**src/rtl/rsc_pkg.sv**
```systemverilog
package rsc_pkg;
  localparam int NSRC      = 6;
  // control word fields
  localparam int WM_LO     = 0;
  localparam int WM_W      = 4;
  localparam int TM_LO     = 4;
  localparam int TM_W      = 3;
  localparam int B_LOCKEN  = 7;
  localparam int B_WARMEN  = 8;
  localparam int B_COREGO  = 9;
  localparam int CTRL_USED = 10;
  localparam logic [WM_W-1:0] WDOG_OPEN = 4'hA;
  localparam logic [WM_W-1:0] WDOG_SHUT = 4'h5;
  localparam logic [TM_W-1:0] TEMP_OPEN = 3'h2;
  localparam logic [TM_W-1:0] TEMP_SHUT = 3'h5;
  // status word fields
  localparam int S_POR     = 0;
  localparam int S_CAUSE   = 1;
  localparam int S_WBOOT   = 8;
  localparam int S_WHELD   = 9;
  localparam int STAT_USED = 10;

  // bit k of this vector maps to status bit S_CAUSE+k
  typedef struct packed {
    logic lockup;
    logic swreq;
    logic jtag;
    logic temp;
    logic wdog;
    logic ext;
  } src_vec_t;

  // causes that may be served by a warm reset
  localparam logic [NSRC-1:0] WARM_CLASS = 6'b110010;
endpackage

```
**src/rtl/rsc_key_gate.sv**
```systemverilog
module rsc_key_gate #(
  parameter int             W    = 4,
  parameter logic [W-1:0]   SHUT = '0
) (
  input  logic [W-1:0] field,
  input  logic         evt,
  output logic         pass,
  output logic         held
);
  logic shut;

  always_comb begin
    shut = (field == SHUT);
    pass = evt & ~shut;
    held = evt &  shut;
  end
endmodule

```
**src/rtl/rsc_ctrl_reg.sv**
```systemverilog
module rsc_ctrl_reg
  import rsc_pkg::*;
#(
  parameter int DATA_W = 32
) (
  input  logic              clk,
  input  logic              rst_n,
  input  logic              wr_ctrl,
  input  logic [DATA_W-1:0] wdata,
  input  logic              core_done,
  output logic [DATA_W-1:0] ctrl_q
);
  localparam logic [DATA_W-1:0] CTRL_RST =
    (DATA_W'(TEMP_OPEN) << TM_LO) | (DATA_W'(WDOG_OPEN) << WM_LO);

  logic [DATA_W-1:0] ctrl_d;
  logic              ctrl_en;
  wire               unused_hi = ^wdata[DATA_W-1:CTRL_USED];

  always_comb begin
    ctrl_d  = ctrl_q;
    ctrl_en = wr_ctrl | core_done;
    if (wr_ctrl) ctrl_d[B_WARMEN:0] = wdata[B_WARMEN:0];
    if (wr_ctrl && wdata[B_COREGO]) ctrl_d[B_COREGO] = 1'b1;
    else if (core_done)             ctrl_d[B_COREGO] = 1'b0;
  end

  always_ff @(posedge clk or negedge rst_n) begin
    if (!rst_n)       ctrl_q <= CTRL_RST;
    else if (ctrl_en) ctrl_q <= ctrl_d;
  end
endmodule

```
**src/rtl/rsc_status_reg.sv**
```systemverilog
module rsc_status_reg
  import rsc_pkg::*;
#(
  parameter int DATA_W = 32
) (
  input  logic              clk,
  input  logic              rst_n,
  input  logic              wr_stat,
  input  logic [DATA_W-1:0] wdata,
  input  logic [NSRC-1:0]   cause_set,
  input  logic              wdog_held,
  output logic [DATA_W-1:0] stat_q
);
  localparam logic [DATA_W-1:0] STAT_RST = DATA_W'(1) << S_POR;

  logic [DATA_W-1:0] stat_d;
  logic              stat_en;
  wire               unused_hi = ^{wdata[DATA_W-1:STAT_USED], wdata[S_WBOOT-1:S_CAUSE+NSRC]};

  always_comb begin
    stat_d  = stat_q;
    stat_en = wr_stat | (|cause_set) | wdog_held;
    if (wr_stat) begin
      stat_d[S_CAUSE+NSRC-1:0] = stat_q[S_CAUSE+NSRC-1:0] & ~wdata[S_CAUSE+NSRC-1:0];
      stat_d[S_WBOOT]          = wdata[S_WBOOT];
    end
    stat_d[S_CAUSE +: NSRC] = stat_d[S_CAUSE +: NSRC] | cause_set;
    if (wdog_held) stat_d[S_WHELD] = 1'b1;
  end

  always_ff @(posedge clk or negedge rst_n) begin
    if (!rst_n)       stat_q <= STAT_RST;
    else if (stat_en) stat_q <= stat_d;
  end
endmodule

```
**src/rtl/rstcause_top.sv**
```systemverilog
module rstcause_top
  import rsc_pkg::*;
#(
  parameter int              DATA_W    = 32,
  parameter int              IR_W      = 4,
  parameter logic [IR_W-1:0] IR_EXTEST = 4'h0,
  parameter logic [IR_W-1:0] IR_HIGHZ  = 4'h7
) (
  input  logic              clk,
  input  logic              rst_n,
  input  logic              wr_en,
  input  logic              addr,
  input  logic [DATA_W-1:0] wdata,
  output logic [DATA_W-1:0] rdata,
  input  logic              evt_ext,
  input  logic              evt_wdog,
  input  logic              evt_temp,
  input  logic [IR_W-1:0]   jtag_ir,
  input  logic              jtag_ir_upd,
  input  logic              evt_swreq,
  input  logic              evt_lockup,
  input  logic              core_rst_done,
  output logic              sys_rst_req,
  output logic              rst_cold,
  output logic              core_rst_req
);
  logic [DATA_W-1:0] ctrl_word;
  logic [DATA_W-1:0] stat_word;
  logic              wr_ctrl, wr_stat;
  logic              wdog_pass, wdog_held, temp_pass, unused_temp_held;
  src_vec_t          qual;
  logic              req_d, cold_d;
  wire               unused_ctrl = ^ctrl_word[DATA_W-1:CTRL_USED];

  always_comb begin
    wr_ctrl = wr_en & ~addr;
    wr_stat = wr_en &  addr;
  end

  rsc_ctrl_reg #(.DATA_W(DATA_W)) u_ctrl (
    .clk(clk), .rst_n(rst_n), .wr_ctrl(wr_ctrl), .wdata(wdata),
    .core_done(core_rst_done), .ctrl_q(ctrl_word)
  );

  rsc_key_gate #(.W(WM_W), .SHUT(WDOG_SHUT)) u_wdog_gate (
    .field(ctrl_word[WM_LO +: WM_W]), .evt(evt_wdog),
    .pass(wdog_pass), .held(wdog_held)
  );

  rsc_key_gate #(.W(TM_W), .SHUT(TEMP_SHUT)) u_temp_gate (
    .field(ctrl_word[TM_LO +: TM_W]), .evt(evt_temp),
    .pass(temp_pass), .held(unused_temp_held)
  );

  always_comb begin
    qual.ext    = evt_ext;
    qual.wdog   = wdog_pass;
    qual.temp   = temp_pass;
    qual.jtag   = jtag_ir_upd & ((jtag_ir == IR_EXTEST) | (jtag_ir == IR_HIGHZ));
    qual.swreq  = evt_swreq;
    qual.lockup = evt_lockup & ctrl_word[B_LOCKEN];
    req_d       = |qual;
    cold_d      = req_d & ((|(qual & ~WARM_CLASS)) | ~ctrl_word[B_WARMEN]);
  end

  rsc_status_reg #(.DATA_W(DATA_W)) u_stat (
    .clk(clk), .rst_n(rst_n), .wr_stat(wr_stat), .wdata(wdata),
    .cause_set(qual), .wdog_held(wdog_held), .stat_q(stat_word)
  );

  always_ff @(posedge clk or negedge rst_n) begin
    if (!rst_n) begin
      sys_rst_req <= 1'b0;
      rst_cold    <= 1'b0;
    end else begin
      sys_rst_req <= req_d;
      rst_cold    <= cold_d;
    end
  end

  always_comb begin
    rdata        = addr ? stat_word : ctrl_word;
    core_rst_req = ctrl_word[B_COREGO];
  end
endmodule

```
**config.mk**
```make
export PLATFORM = sky130hd
export DESIGN_NAME = rstcause_top
export DESIGN_NICKNAME = d
export VERILOG_FILES = /design/src/rtl/rsc_pkg.sv /design/src/rtl/rsc_key_gate.sv /design/src/rtl/rsc_ctrl_reg.sv /design/src/rtl/rsc_status_reg.sv /design/src/rtl/rstcause_top.sv
export SDC_FILE = /design/constraint.sdc
export NUM_CORES = 1
export LEC_CHECK = 0
export BUFFER_PORTS_ARGS = -buffer_cell sky130_fd_sc_hd__buf_4
export CORE_MARGIN = 5
export CORE_UTILIZATION = 40
export DETAILED_ROUTE_END_ITERATION = 8
export GPL_ROUTABILITY_DRIVEN = 0
export PLACE_DENSITY = 0.78
export SYNTH_ARGS = -nofsm -noshare
export SYNTH_HDL_FRONTEND = slang
export SYNTH_SLANG_ARGS = --single-unit
```
**constraint.sdc**
```tcl
create_clock -name clk -period 1.2 [get_ports clk]
set_input_delay 0.18 -clock clk [delete_from_list [all_inputs] [get_ports clk]]
set_output_delay 0.18 -clock clk [all_outputs]
set_load 0.01 [all_outputs]
```
# Word level (Yosys, flattened, before mapping)
# Index checks and enable logic that the tools add are counted.
# Widths: inputs -> output; s select.
dict set report word_totals {
  register_bits 21
  latchBits 0
  ram_bits 0
  romBits 0
  input_bits 47
  output_inout_bits 35
  elab_cells 43
  mem_count 0
}
dict set report op_classes {
  addsub 0
  multipliers 0
  div 0
  order_cmp 0
  eq_ne 3
  shift 0
  mux 4
  bitwise 20
  reduce_logical 9
}
# cell n
set op_table {}
lappend op_table {{$mux 10} 1}
lappend op_table {{$and 1x1->1} 8}
lappend op_table {{$eq 4x3->1 const B} 2}
lappend op_table {{$reduce_and 2->1} 4}
lappend op_table {{$and 7x7->7} 1}
lappend op_table {{$mux 7} 1}
lappend op_table {{$not 7->7} 1}
lappend op_table {{$or 6x6->6} 1}
lappend op_table {{$reduce_or 6->1} 1}
lappend op_table {{$or 1x1->1} 5}
lappend op_table {{$logic_not 4->1} 1}
lappend op_table {{$not 1->1} 4}
lappend op_table {{$eq 3x3->1 const B} 1}
lappend op_table {{$reduce_or 3->1} 1}
lappend op_table {{$mux 1} 2}
lappend op_table {{$reduce_bool 2->1} 1}
lappend op_table {{$logic_and 1x1->1} 1}

# Depth between registers and ports, before layout
dict set report logic_depth {
  depth_word 7
  ltp_mapped 4
  ltp_nobuf 3
}

# Modules after synthesis
# From an unflattened synthesis, not the netlist that was laid out.
dict set report hier_totals {
  hier_cells 151
  hier_area_um2 1789.2
}
# mod n_inst cells_per_inst area_per_inst_um2 seq_area_each_um2
set by_module_without_submodules {}
lappend by_module_without_submodules {rstcause_top 1 50 648.1 50.0}
lappend by_module_without_submodules {rsc_ctrl_reg 1 46 581.8 254.0}
lappend by_module_without_submodules {rsc_status_reg 1 49 510.5 226.5}
lappend by_module_without_submodules {{rsc_key_gate (u_wdog_gate)} 1 3 25.0 0.0}
lappend by_module_without_submodules {{rsc_key_gate (u_temp_gate)} 1 3 23.8 0.0}

# Least setup slack after synthesis
# No wires, ideal clock.
dict set report synth_path {
  path_type {flip-flop to flip-flop}
  start {reg u_ctrl.ctrl_q[3]}
  end {reg rst_cold}
  setup_time_ns 0.141
  t_arrival_ns 0.907
  t_required_ns 1.059
  slack_ns 0.152
  stages_incl_launch_ff 4
  path_buffers 0
  synth_period_minus_slack_ns 1.048
  path_cell_list {dfstp_2 -> nand4bb_4 -> a221oi_2 -> o211ai_1}
}
dict set report synth_between {
  elab_chain_cells 5
}
# item line
set synth_lines {}
lappend synth_lines {{start, declared} rsc_ctrl_reg.sv:11} ;# output logic [DATA_W-1:0] ctrl_q
lappend synth_lines {{start signal, assigned} rsc_ctrl_reg.sv:30} ;# else if (ctrl_en) ctrl_q <= ctrl_d;
lappend synth_lines {{$eq 4x3->1} rsc_key_gate.sv:13} ;# shut = (field == SHUT);
lappend synth_lines {{$not 1->1} rsc_key_gate.sv:14} ;# pass = evt & ~shut;
lappend synth_lines {{$and 1x1->1} rsc_key_gate.sv:14}
lappend synth_lines {{$reduce_or 6->1} rstcause_top.sv:62} ;# req_d = |qual;
lappend synth_lines {{$and 1x1->1} rstcause_top.sv:63} ;# cold_d = req_d & ((|(qual & ~WARM_CLASS)) | ~ctrl_word[B_WARMEN]);
lappend synth_lines {{named net cold_d} rstcause_top.sv:32} ;# logic req_d, cold_d;
lappend synth_lines {{end signal, assigned} rstcause_top.sv:77} ;# rst_cold <= cold_d;
lappend synth_lines {{end, declared} rstcause_top.sv:24} ;# output logic rst_cold,
# The timed path passes the listed nets, and every way through them passes these cells.
# A chain may end at the register's enable or synchronous reset.

# Final worst setup path
dict set report layout_path {
  start {reg u_ctrl.ctrl_q[3]}
  end {out rdata[3]}
}
dict set report layout_between {
  elab_chain_cells 1
}
# item line
set layout_lines {}
lappend layout_lines {{$mux 10} rstcause_top.sv:82} ;# rdata = addr ? stat_word : ctrl_word;
lappend layout_lines {{end, declared} rstcause_top.sv:14} ;# output logic [DATA_W-1:0] rdata,
# Every way passes these cells.

==> flow_summary.toml <==
[drt]
drc = 0
viasPerCell = 4.67
drtIter0Drc = 49
first_pass_iters = 4
ant_nets = 0
wl_per_cell_um = 14.5
totalWireLength_um = 2780
via_count = 892

[yosys]
synth_cell_types = 25
synth-compound-area-share = 0.0834
synth_area_sq_um = 1180
synth-xor-area-share = 0
yosysSeqAreaShare = 0.448
synth.avg_cell_area_sq_um = 12.0
yosys_register_bits = 21
yosys-mux-area-fraction = 0.203
ys_warn_count = 0
synth_fa_ha_area_frac = 0
synth_simple_gate_area_frac = 0.0971
syn-instance-count = 99
synth_top_family_by_area = "multiplexers"

[clock_network]
clkLatencyLatePin_ps = 300
clkTransAtPathRegs_ps = 120
clock_sinks = 21
h-tree-depth = 1
numCtsBuffers = 3
cts_root_buffer = "clkbuf_4"
max-clock-path-buffers = 2
cts_tree = "built"

[floorplanning]
io_pins = 82
core.rowCount = 19
die_h_um = 64.4
die-area_sq_um = 4150
coreArea_sq_um = 2810
initial_core_util = 0.422
die_x_um = 64.4

[worst_setup_path]
crit-reg2reg-launch = "u_ctrl.ctrl_q[1]$_DFFE_PN1P_"
cp-startpoint = "u_ctrl.ctrl_q[3]$_DFFE_PN1P_"
crit_arrival_ps = 1110
cp_top_family = "flip-flops"
worstSetupEndpointType = "primary output"
required_ps = 1020
critPathMaxStageDelay_ps = 570
crit_slowest_cell = "dfstp_2"
worstReg2RegEnd = "rst_cold$_DFF_PN0_"
rrSetupSlack_ps = -30
worstSetupPathDepth = 2
setup.worst_path.end = "rdata[3]"
ff2ff_path_depth = 4
crit_type = "reg -> out"
crit_buf_inv = 1
crit_chain = "mux2_4 > buf_6"
critPathMaxFanout = 3
cp-start-kind = "flop"

[sta]
drv_slew = 0
finClkSkew_ps = 7.75
whs_ps = 20.5
setup_ws_ps = -94.4
fmax_mhz = 773
grt_setup_unrepaired = "true"
setup_violations = 10
fin_setup_tns_ps = -685
hold_violations = 0
post-route-period-util = 1.08
fin_crit_ps = 1290

[worst_hold_path]
hp-class = "in -> reg"

[finish]
drive_above_1_share = 0.569
antenna_cells = 0
area_growth_pct = 42.0
fin_util = 0.600
final_cell_count_no_fill = 191
n_fill_cell = 229
finalNetCount = 208

[power]
power.net_switching_uw = 521
p_int_mw = 1.36
peakVddDrop_uv = 399
p_per_area_nw_per_um2 = 1120
p_leak_nw = 0.847
power.share.sequential = 0.454
combPwrFrac = 0.370
clkPwrFrac = 0.177
swShare = 0.276

[global_routing]
grt_antenna_before_repair = 0
grt_max_degree = 22
grt_pass1_vias = 905
grt_overflow = 0
grt_pass1_wl_um = 4130
track_usage = 0.127

[placed_design]
post-dp-hpwl_um = 2030
place_inst = 168
pre_cts_ws_ps = 24.6
port_buffers = 37

[run_status]
status = "finished with violations"
failed_checks = "setup timing"

[job]
maxCapViolations = 0
-- worst min-delay path by stage --
| stage | endpoint | slack (ps) | startpoint | cells after the start |
|---|---|---|---|---|
| 6_report | u_stat.stat_q[0]$_DFFE_PN1P_ | 20 | wdata[0] | 2 |
| 5_1_grt | u_stat.stat_q[0]$_DFFE_PN1P_ | 20 | wdata[0] | 2 |
| 4_1_cts | u_stat.stat_q[0]$_DFFE_PN1P_ | 10 | wdata[0] | 2 |
| 3_5_place_dp | u_ctrl.ctrl_q[9]$_DFFE_PN0P_ | 70 | rst_n | 1 |
| 3_3_place_gp | u_ctrl.ctrl_q[9]$_DFFE_PN0P_ | 70 | rst_n | 1 |
| 2_1_floorplan | rst_cold$_DFF_PN0_ | -120 | rst_n | 0 |
-- area by class of cell --
cell class	instances	area [sq um]	area share
clock buffers	3	22.5	0.0134
inverters	2	7.51	0.00446
repair buffers	61	494	0.294
flip-flops and latches	21	531	0.315
multi-input cells	72	584	0.347
well taps	31	38.8	0.0230
clock inverters	1	5.00	0.00297
-- power by group through the flow --
stage	clock network (mW)	registers (mW)	logic (mW)
6_report	0.333	0.855	0.697
5_1_grt	0.375	0.864	0.743
4_1_cts	0.350	0.850	0.634
3_5_place_dp	0	0.880	0.472
3_3_place_gp	0	0.874	0.461
2_1_floorplan	0	0.865	0.320
-- layout by cell type, fill, tap and decap left out, drive strengths merged --
| cell | synthesis | routed |
|---|---|---|
| clkbuf | 0 | 3 |
| o211ai | 1 | 1 |
| and3 | 1 | 1 |
| o21ai | 3 | 3 |
| and2 | 1 | 1 |
| conb | 1 | 22 |
| inv | 2 | 2 |
| o21bai | 1 | 1 |
| a221oi | 1 | 1 |
| buf | 25 | 60 |
| nand4bb | 1 | 1 |
| a21boi | 1 | 1 |
| dfstp | 4 | 4 |
| a21o | 2 | 2 |
| mux2 | 18 | 18 |
| dfrtp | 17 | 17 |
| nor3 | 1 | 1 |
| a21oi | 1 | 1 |
| nand3b | 1 | 1 |
| nand2 | 9 | 9 |
| dlygate4sd3 | 0 | 1 |
| nor2b | 3 | 3 |
| clkinv | 0 | 1 |
| a22o | 3 | 3 |
| nand3 | 2 | 2 |
-- logic make-up after synthesis --
kind of cell	after synthesis
AOI/OAI and AO/OA	13
buffers and inverters	27
DFF	21
muxes	18
other	1
and+or+nand+nor	19
-- per-stage QoR --
stage	power, mW	instance area (sq um)
finish	1.89	1680
global route	1.98	1680
CTS	1.83	1620
detailed placement	1.35	1430
global placement	1.34	1430
floorplan	1.19	1260
-- cell usage after synthesis (all sizes together) --
library cell | n | area, sq um
a21boi | 1 | 7.51
a21o | 2 | 15.0
a21oi | 1 | 5.00
a221oi | 1 | 15.0
a22o | 3 | 26.3
and2 | 1 | 6.26
and3 | 1 | 6.26
buf | 25 | 189
conb | 1 | 3.75
dfrtp | 17 | 425
dfstp | 4 | 105
inv | 2 | 7.51
mux2 | 18 | 240
nand2 | 9 | 33.8
nand3 | 2 | 10.0
nand3b | 1 | 7.51
nand4bb | 1 | 27.5
nor2b | 3 | 18.8
nor3 | 1 | 5.00
o211ai | 1 | 7.51
o21ai | 3 | 15.0
o21bai | 1 | 7.51
-- routing by layer --
metal  track usage  part of all wire  wire length [um]
met3        0.0363             0.082               228
met1         0.150              0.40              1100
met4        0.0396            0.0025                 7
met5             0                 0                 0
met2         0.224              0.52              1440
-- sequential cells by signal (all words and copies together) (netlist names) --
signal	flops
rst_cold	1
u_stat.stat_q	9
u_ctrl.ctrl_q	10
sys_rst_req	1
-- what timing repair did --
action | CTS | global route
pin swaps | 0 | 1
endpoints found under the setup margin | 10 | 11
buffers inserted | 11 | 7
cloned | 0 | 0
gates resized for setup | 16 | 6
hold buffers | 1 | 0
endpoints found under the hold margin | 21 | 0
(Power assumes the default switching activity.)
